**src/rtl/scr_enable_seq.sv**
```systemverilog
module scr_enable_seq #(
  parameter int PIX_W          = 20,
  parameter int VER_W          = 8,
  parameter int TMO_W          = 20,
  parameter int MIN_TX_VER     = 4,
  parameter int RATE_LIMIT_KHZ = 340000,
  parameter int DEFAULT_TMO    = 1000,
  parameter int REG_W          = 2,
  parameter int DATA_W         = 8,
  parameter int RATIO_REG      = 0,
  parameter int SCR_REG        = 1
) (
  input  logic                    clk,
  input  logic                    rst_n,
  input  logic                    start,
  input  logic [PIX_W-1:0]        pix_khz,
  input  logic [VER_W-1:0]        tx_ver,
  input  logic                    scr_req,
  input  logic signed [TMO_W-1:0] tmo_hsync,
  input  logic                    hsync,
  input  logic                    status_ok,
  output logic                    sink_req,
  output logic [REG_W-1:0]        sink_reg,
  output logic [DATA_W-1:0]       sink_data,
  input  logic                    sink_ack,
  input  logic                    sink_err,
  output logic                    ctl_update,
  output logic                    ctl_scr_en,
  output logic                    tmr_armed,
  output logic [TMO_W-2:0]        tmr_count,
  output logic                    timeout,
  output logic                    done,
  output logic                    error,
  output logic                    scr_enabled
);
  localparam int CNT_W = TMO_W - 1;

  typedef enum logic [2:0] {S_IDLE, S_RATIO, S_CTL, S_ENA, S_ARM, S_DIS, S_FIN} st_t;

  st_t              state;
  logic             ratio_q;
  logic [CNT_W-1:0] load_q;

  wire ver_ok = tx_ver >= VER_W'(MIN_TX_VER);
  wire fast   = pix_khz > PIX_W'(RATE_LIMIT_KHZ);
  wire want   = fast | scr_req;
  wire [CNT_W-1:0] load_val = (tmo_hsync > 0) ? tmo_hsync[CNT_W-1:0] : CNT_W'(DEFAULT_TMO);

  assign sink_req  = (state == S_RATIO) || (state == S_ENA) || (state == S_DIS);
  assign sink_reg  = (state == S_RATIO) ? REG_W'(RATIO_REG) : REG_W'(SCR_REG);
  assign sink_data = (state == S_RATIO) ? DATA_W'(ratio_q) :
                     (state == S_ENA)   ? DATA_W'(1) : '0;
  assign done      = (state == S_FIN);

  always_ff @(posedge clk or negedge rst_n) begin
    if (!rst_n) begin
      state       <= S_IDLE;
      ratio_q     <= 1'b0;
      load_q      <= '0;
      error       <= 1'b0;
      scr_enabled <= 1'b0;
      ctl_update  <= 1'b0;
      ctl_scr_en  <= 1'b0;
    end else begin
      case (state)
        S_IDLE: if (start) begin
          error   <= 1'b0;
          ratio_q <= fast;
          load_q  <= load_val;
          state   <= !ver_ok ? S_FIN : (want ? S_RATIO : S_DIS);
        end
        S_RATIO: if (sink_ack) begin
          if (sink_err) begin
            error <= 1'b1;
            state <= S_FIN;
          end else begin
            state <= S_CTL;
          end
        end
        S_CTL: begin
          ctl_update <= 1'b1;
          ctl_scr_en <= 1'b1;
          state      <= S_ENA;
        end
        S_ENA: if (sink_ack) begin
          if (sink_err) begin
            error       <= 1'b1;
            scr_enabled <= 1'b0;
            state       <= S_FIN;
          end else begin
            scr_enabled <= 1'b1;
            state       <= S_ARM;
          end
        end
        S_ARM: state <= S_FIN;
        S_DIS: if (sink_ack) begin
          scr_enabled <= 1'b0;
          state       <= S_FIN;
        end
        default: state <= S_IDLE;
      endcase
    end
  end

  wire arm_load = (state == S_ARM);
  wire dis_done = (state == S_DIS) && sink_ack;

  always_ff @(posedge clk or negedge rst_n) begin
    if (!rst_n) begin
      tmr_armed <= 1'b0;
      tmr_count <= '0;
      timeout   <= 1'b0;
    end else begin
      timeout <= 1'b0;
      if (arm_load) begin
        tmr_armed <= 1'b1;
        tmr_count <= load_q;
      end else if (dis_done) begin
        tmr_armed <= 1'b0;
        tmr_count <= '0;
      end else if (tmr_armed) begin
        if (status_ok) begin
          tmr_armed <= 1'b0;
          tmr_count <= '0;
        end else if (hsync) begin
          if (tmr_count <= CNT_W'(1)) begin
            tmr_armed <= 1'b0;
            tmr_count <= '0;
            timeout   <= 1'b1;
          end else begin
            tmr_count <= tmr_count - CNT_W'(1);
          end
        end
      end
    end
  end
endmodule

```
**config.mk**
```make
export PLATFORM = sky130hd
export DESIGN_NAME = scr_enable_seq
export DESIGN_NICKNAME = d
export VERILOG_FILES = /design/src/rtl/scr_enable_seq.sv
export SDC_FILE = /design/constraint.sdc
export NUM_CORES = 1
export LEC_CHECK = 0
export ABC_AREA = 1
export CAP_MARGIN = 20
export CORE_MARGIN = 2
export CORE_UTILIZATION = 45
export DETAILED_ROUTE_END_ITERATION = 8
export GPL_TIMING_DRIVEN = 0
export PLACE_DENSITY = 0.76
export SLEW_MARGIN = 30
export SYNTH_ARGS = -nofsm -noshare
export SYNTH_HDL_FRONTEND = slang
export SYNTH_SLANG_ARGS = --single-unit
```
**constraint.sdc**
```tcl
create_clock -name clk -period 1.8 [get_ports clk]
set_clock_uncertainty 0.2 [all_clocks]
set_input_delay 0.18 -clock clk [delete_from_list [all_inputs] [get_ports clk]]
set_output_delay 0.18 -clock clk [all_outputs]
set_load 0.02 [all_outputs]
```
# [Word level (Yosys, flattened, before mapping)]
# Cells that the tools add are included.
[totals] ff_bits=47 output_inout_bits=37
[op_classes] add_sub_neg=1 magnitude_cmp=4 eq_ne=12 muxes=39 n_bitwise=1 n_reduce_logical=14
[op_table] cell="$mux 19" count=7
[op_table] cell="$mux 1" count=21
[op_table] cell="$mux 3" count=7
[op_table] cell="$gt 20x1->1 const B" count=1
[op_table] cell="$gt 20x19->1 const B" count=1
[op_table] cell="$le 19x1->1 const B" count=1
[op_table] cell="$sub 19x1->19 const B" count=1
[op_table] cell="$pmux 3 s6" count=1
[op_table] cell="$eq 3x3->1 const B" count=3
[op_table] cell="$ge 8x3->1 const B" count=1
[op_table] cell="$ne 2x2->1 const B" count=4
[op_table] cell="$reduce_and 4->1" count=2
[op_table] cell="$eq 3x2->1 const B" count=2
[op_table] cell="$ne 2x1->1 const B" count=2
[op_table] cell="$pmux 1 s2" count=2
[op_table] cell="$reduce_and 2->1" count=2
[op_table] cell="$reduce_bool 2->1" count=2
[op_table] cell="$reduce_bool 4->1" count=1
[op_table] cell="$eq 3x1->1 const B" count=1
[op_table] cell="$logic_not 3->1" count=1
[op_table] cell="$reduce_and 3->1" count=1
[op_table] cell="$reduce_bool 3->1" count=1
[op_table] cell="$logic_or 1x1->1" count=2
[op_table] cell="$mux 2" count=1
[op_table] cell="other kinds (3)" count=3

# [Logic depth before layout (Yosys ltp)]
[depth] ltp_word=7 ltp_mapped=11

# [Worst setup path before layout]
# Ideal clock, no wire load.
[synth_timing] path_type="reg2reg" startpoint="reg tmr_count[0]" endpoint="reg tmr_count[16]" t_arrival_ps=1408 required_time_ps=1483 path_slack_ps=75 stages_incl_launch_ff=10 cell_sequence="dfrtp_1 inv_1 ha_1 nand2_1 nor2_1 nand3_1 nand3_1 nor2_1 nor2_1 nor2_1"
[synth_between] elab_chain_cells=7 word_cells_on_any_way=8 classes_between="add/sub (1); order compare (1); mux (6)"
[synth_rtl] element="from (decl)" line_no="30" text="output logic [TMO_W-2:0] tmr_count,"
[synth_rtl] element="from (signal assigned)" line_no="117" text="tmr_count <= load_q;"
[synth_rtl] element="from (signal assigned)" line_no="131" text="tmr_count <= tmr_count - CNT_W'(1);"
[synth_rtl] element="$sub 19x1->19 or $le 19x1->1 (tied branches)" line_no="131, 126"
[synth_rtl] element="$mux 19 (*)" line_no="126" text="if (tmr_count <= CNT_W'(1)) begin"
[synth_rtl] element="$mux 19 (*)" line_no="125" text="end else if (hsync) begin"
[synth_rtl] element="$mux 19 (*)" line_no="122" text="if (status_ok) begin"
[synth_rtl] element="$mux 19 (*)" line_no="121" text="end else if (tmr_armed) begin"
[synth_rtl] element="$mux 19 (*)" line_no="118" text="end else if (dis_done) begin"
[synth_rtl] element="$mux 19 (*)" line_no="115" text="if (arm_load) begin"
# Every way passes the cells marked *; elsewhere a longest branch is shown, timed or not. The select of a mux whose other input is x is not followed.
# A chain may end at the register's enable or synchronous reset.

# [Worst setup path after layout]
[layout_timing] startpoint="reg tmr_count[9]" endpoint="reg tmr_count[9]"
# Same word-level chain as after synthesis.

==> run metrics <==
P_leak=2.121 nW; ranking of synthesized cells by area=dfrtp_1, nand2_1, nor2_1; Remaining Overflow, GRT=0; initial core utilization=0.4698; clock-pin slew on the worst setup and hold paths=0.11 ns; post-route cell area=roughly 4500 um2; Pwr Total=0.007175 W; die width=just under 90 um; slew margin rel.=0.6060; core area=6832 um2; critical path capture point type=flop; Power Density=about 1600 nW/um2; Crit Path Max Fanout=5; share of layout cells above drive strength 1=0.2210; DP Area=4174 um2; Seq/Total Area, Yosys=0.3665; total CTS buffers=5; Worst Hold Class=input port to asynchronous set/reset pin; Worst VDD drop=approximately 470 uV; Tcrit/Tclk final=1.006; die area=7823 um2; Remaining DRCs=0; Final Setup Violations=2; CP arrival=1.82 ns; CTS Root Cell=clkbuf_8; I/O pin cnt=93; ys flop type=dfrtp_1; worst skew pair latency=0.31 ns; Die Y-Extent=just under 90 um; CTS max path bufs=2; first-pass GRT wire length=approximately 13000 um; Crit Path Class=flop to flop; RSZ-0062 raised after global routing=yes; commonest cells in the netlist=nand2_1, nor2_1, inv_1; CTS tree=done; post-synth top area cell=dfrtp_1; area delta synth->final=40.74%; Synth Register Bits=47; PortBufs=82; area share of the largest cell type after synthesis=0.3665; final worst slack=-0.01108 ns; final max-slew violation count=0; FMAX=552.2 MHz; violated checks=negative setup slack; Max-Cap Viols=0; Tmin final=1.811 ns; ANT cells=0; # nets final=618; vias in the first global route=2922; Total GRT Usage=0.2065; Multi-input gate area=1705 um2; final wirelength=7891 um; Detailed Routing Iterations Pass 1=4; Final Hold Vio Count=0; status=complete, but fails checks; Vias=3114; Iter 0 DRT Violations=158; Synth async-reset ratio=1.000; H-Tree Level Count=2; Cell variety after synth=34; dpl hpwl=roughly 5900 um; WHS=0.2184 ns; Mapped Cells=449; wire per inst=approximately 12 um; row count=30; pre-CTS setup slack=-0.2545 ns; CP required=1.81 ns; fill cell count=between 500 and 600; gpl congestion=1.001; actual slew at the worst max-slew pin=about 0.6 ns; DRT antenna net count=0; nature of the critical path startpoint=flop; largest net degree at the start of global routing=48; # clock sinks=47; initial antenna violation count=0; Storage cell area=1190 um2; mapped cell area=3209 um2; number of flops mapped to enable cells by yosys=0; routed vias/inst=4.740; Avg Synthesized Cell Area=approximately 7.1 um2; Yosys warnings=0
## power breakdown
group          switching (W)  internal [W]
Clock               0.000406      0.000289
Combinational        0.00245       0.00189
Sequential          0.000546       0.00160
## path summary, 6_finish.rpt
kind | start | to | slack (ns) | cells past startpoint
min in group clk | tmo_hsync[13] | load_q[13]$_DFFE_PN0P_ | 0.26 | 3
hold / removal | rst_n | tmr_count[17]$_DFFE_PN0P_ | 0.22 | 2
setup reg to reg | tmr_count[9]$_DFFE_PN0P_ | tmr_count[9]$_DFFE_PN0P_ | -0.01 | 9
max in group asynchronous | rst_n | state[0]$_DFFE_PN0P_ | 0.75 | 2
hold reg to reg | ctl_scr_en$_DFFE_PN0N_ | ctl_scr_en$_DFFE_PN0N_ | 0.30 | 2
setup / recovery | tmr_count[9]$_DFFE_PN0P_ | tmr_count[9]$_DFFE_PN0P_ | -0.01 | 9
## per-stage QoR
step | utilization | setup TNS, ns | std cells
2_1_floorplan | - | 0 | 456
3_3_place_gp | 0.6114 | -50.74 | 634
3_5_place_dp | 0.6110 | -4.240 | 634
4_1_cts | 0.6300 | -0.007346 | 644
5_1_grt | 0.6612 | -1.442 | 657
6_report | 0.6612 | -0.01400 | 657
## registers in the layout, indices dropped and copies added, names as in the netlist
name and flops:
load_q 19, tmr_count 19, state 3, ctl_scr_en 1, error 1, ratio_q 1
scr_enabled 1, timeout 1, tmr_armed 1
## critical path: stages (launching register included)
cell and delay [ns]:
dfrtp_2 0.47, nor2_4 0.15, nand2_1 0.10, nor2_2 0.15, nand3_1 0.15, nand2_4 0.14, nor2_8 0.07, clkbuf_16 0.16
nand2_2 0.06, a21oi_2 0.05
## cell type report
class,instances,share of cell area
Clock inverter,3,0.006094
Tap cell,96,0.02659
Sequential cell,47,0.2634
Inverter,70,0.05983
Buffer,21,0.03961
Clock buffer,5,0.01524
Timing Repair Buffer,97,0.2116
Multi-Input combinational cell,318,0.3776
## layer usage
metal  vias to the layer above  part of all wire  wire [um]  GRT usage
met2                        98              0.49       3899     0.3506
met1                      1400              0.44       3454     0.2694
met3                        12             0.050        397    0.03358
met5                         -                 0          0          0
li1                       1604                 -          -          -
met4                         0             0.018        140    0.06749
## what timing repair did
action	4_1_cts	5_1_grt
hold endpoints to repair	47	0
endpoints found under the setup margin	20	47
buffers inserted	1	12
pin swaps	0	6
hold buffers	1	0
resized for setup	20	44
cloned	0	1
## cell usage in the layout, fill, tap and decap left out, types with 2 or more instances in the layout
cell type	n
nand2_1	85
nor2_8	2
conb_1	8
nor3_1	3
nand3_1	27
or2_0	2
inv_8	2
dfrtp_2	11
buf_2	4
buf_6	5
nand2_4	4
clkbuf_8	5
nor2_2	12
dlymetal6s2s_1	4
clkdlybuf4s50_1	68
clkbuf_2	2
buf_12	2
o31ai_1	2
nor2_4	7
o21ai_1	2
a21oi_2	17
ha_2	2
inv_2	6
nand4_1	4
dlygate4sd2_1	5
xnor2_1	5
nor2_1	74
o21ai_0	20
nand2_2	12
inv_1	63
xor2_1	7
o22ai_1	17
dfrtp_1	36
buf_4	25
## cells by family after synthesis
family | Yosys count | share of synthesized area
AND/OR/NAND/NOR | 234 | 0.3240
buffers and inverters | 91 | 0.1380
AO/OA/AOI/OAI | 62 | 0.1298
flip-flops | 47 | 0.3665
XOR/XNOR | 12 | 0.03275
adder cells (fa/ha/maj) | 2 | 0.007796
other | 1 | 0.001168
Note: power is estimated with default switching activity, not from simulation.
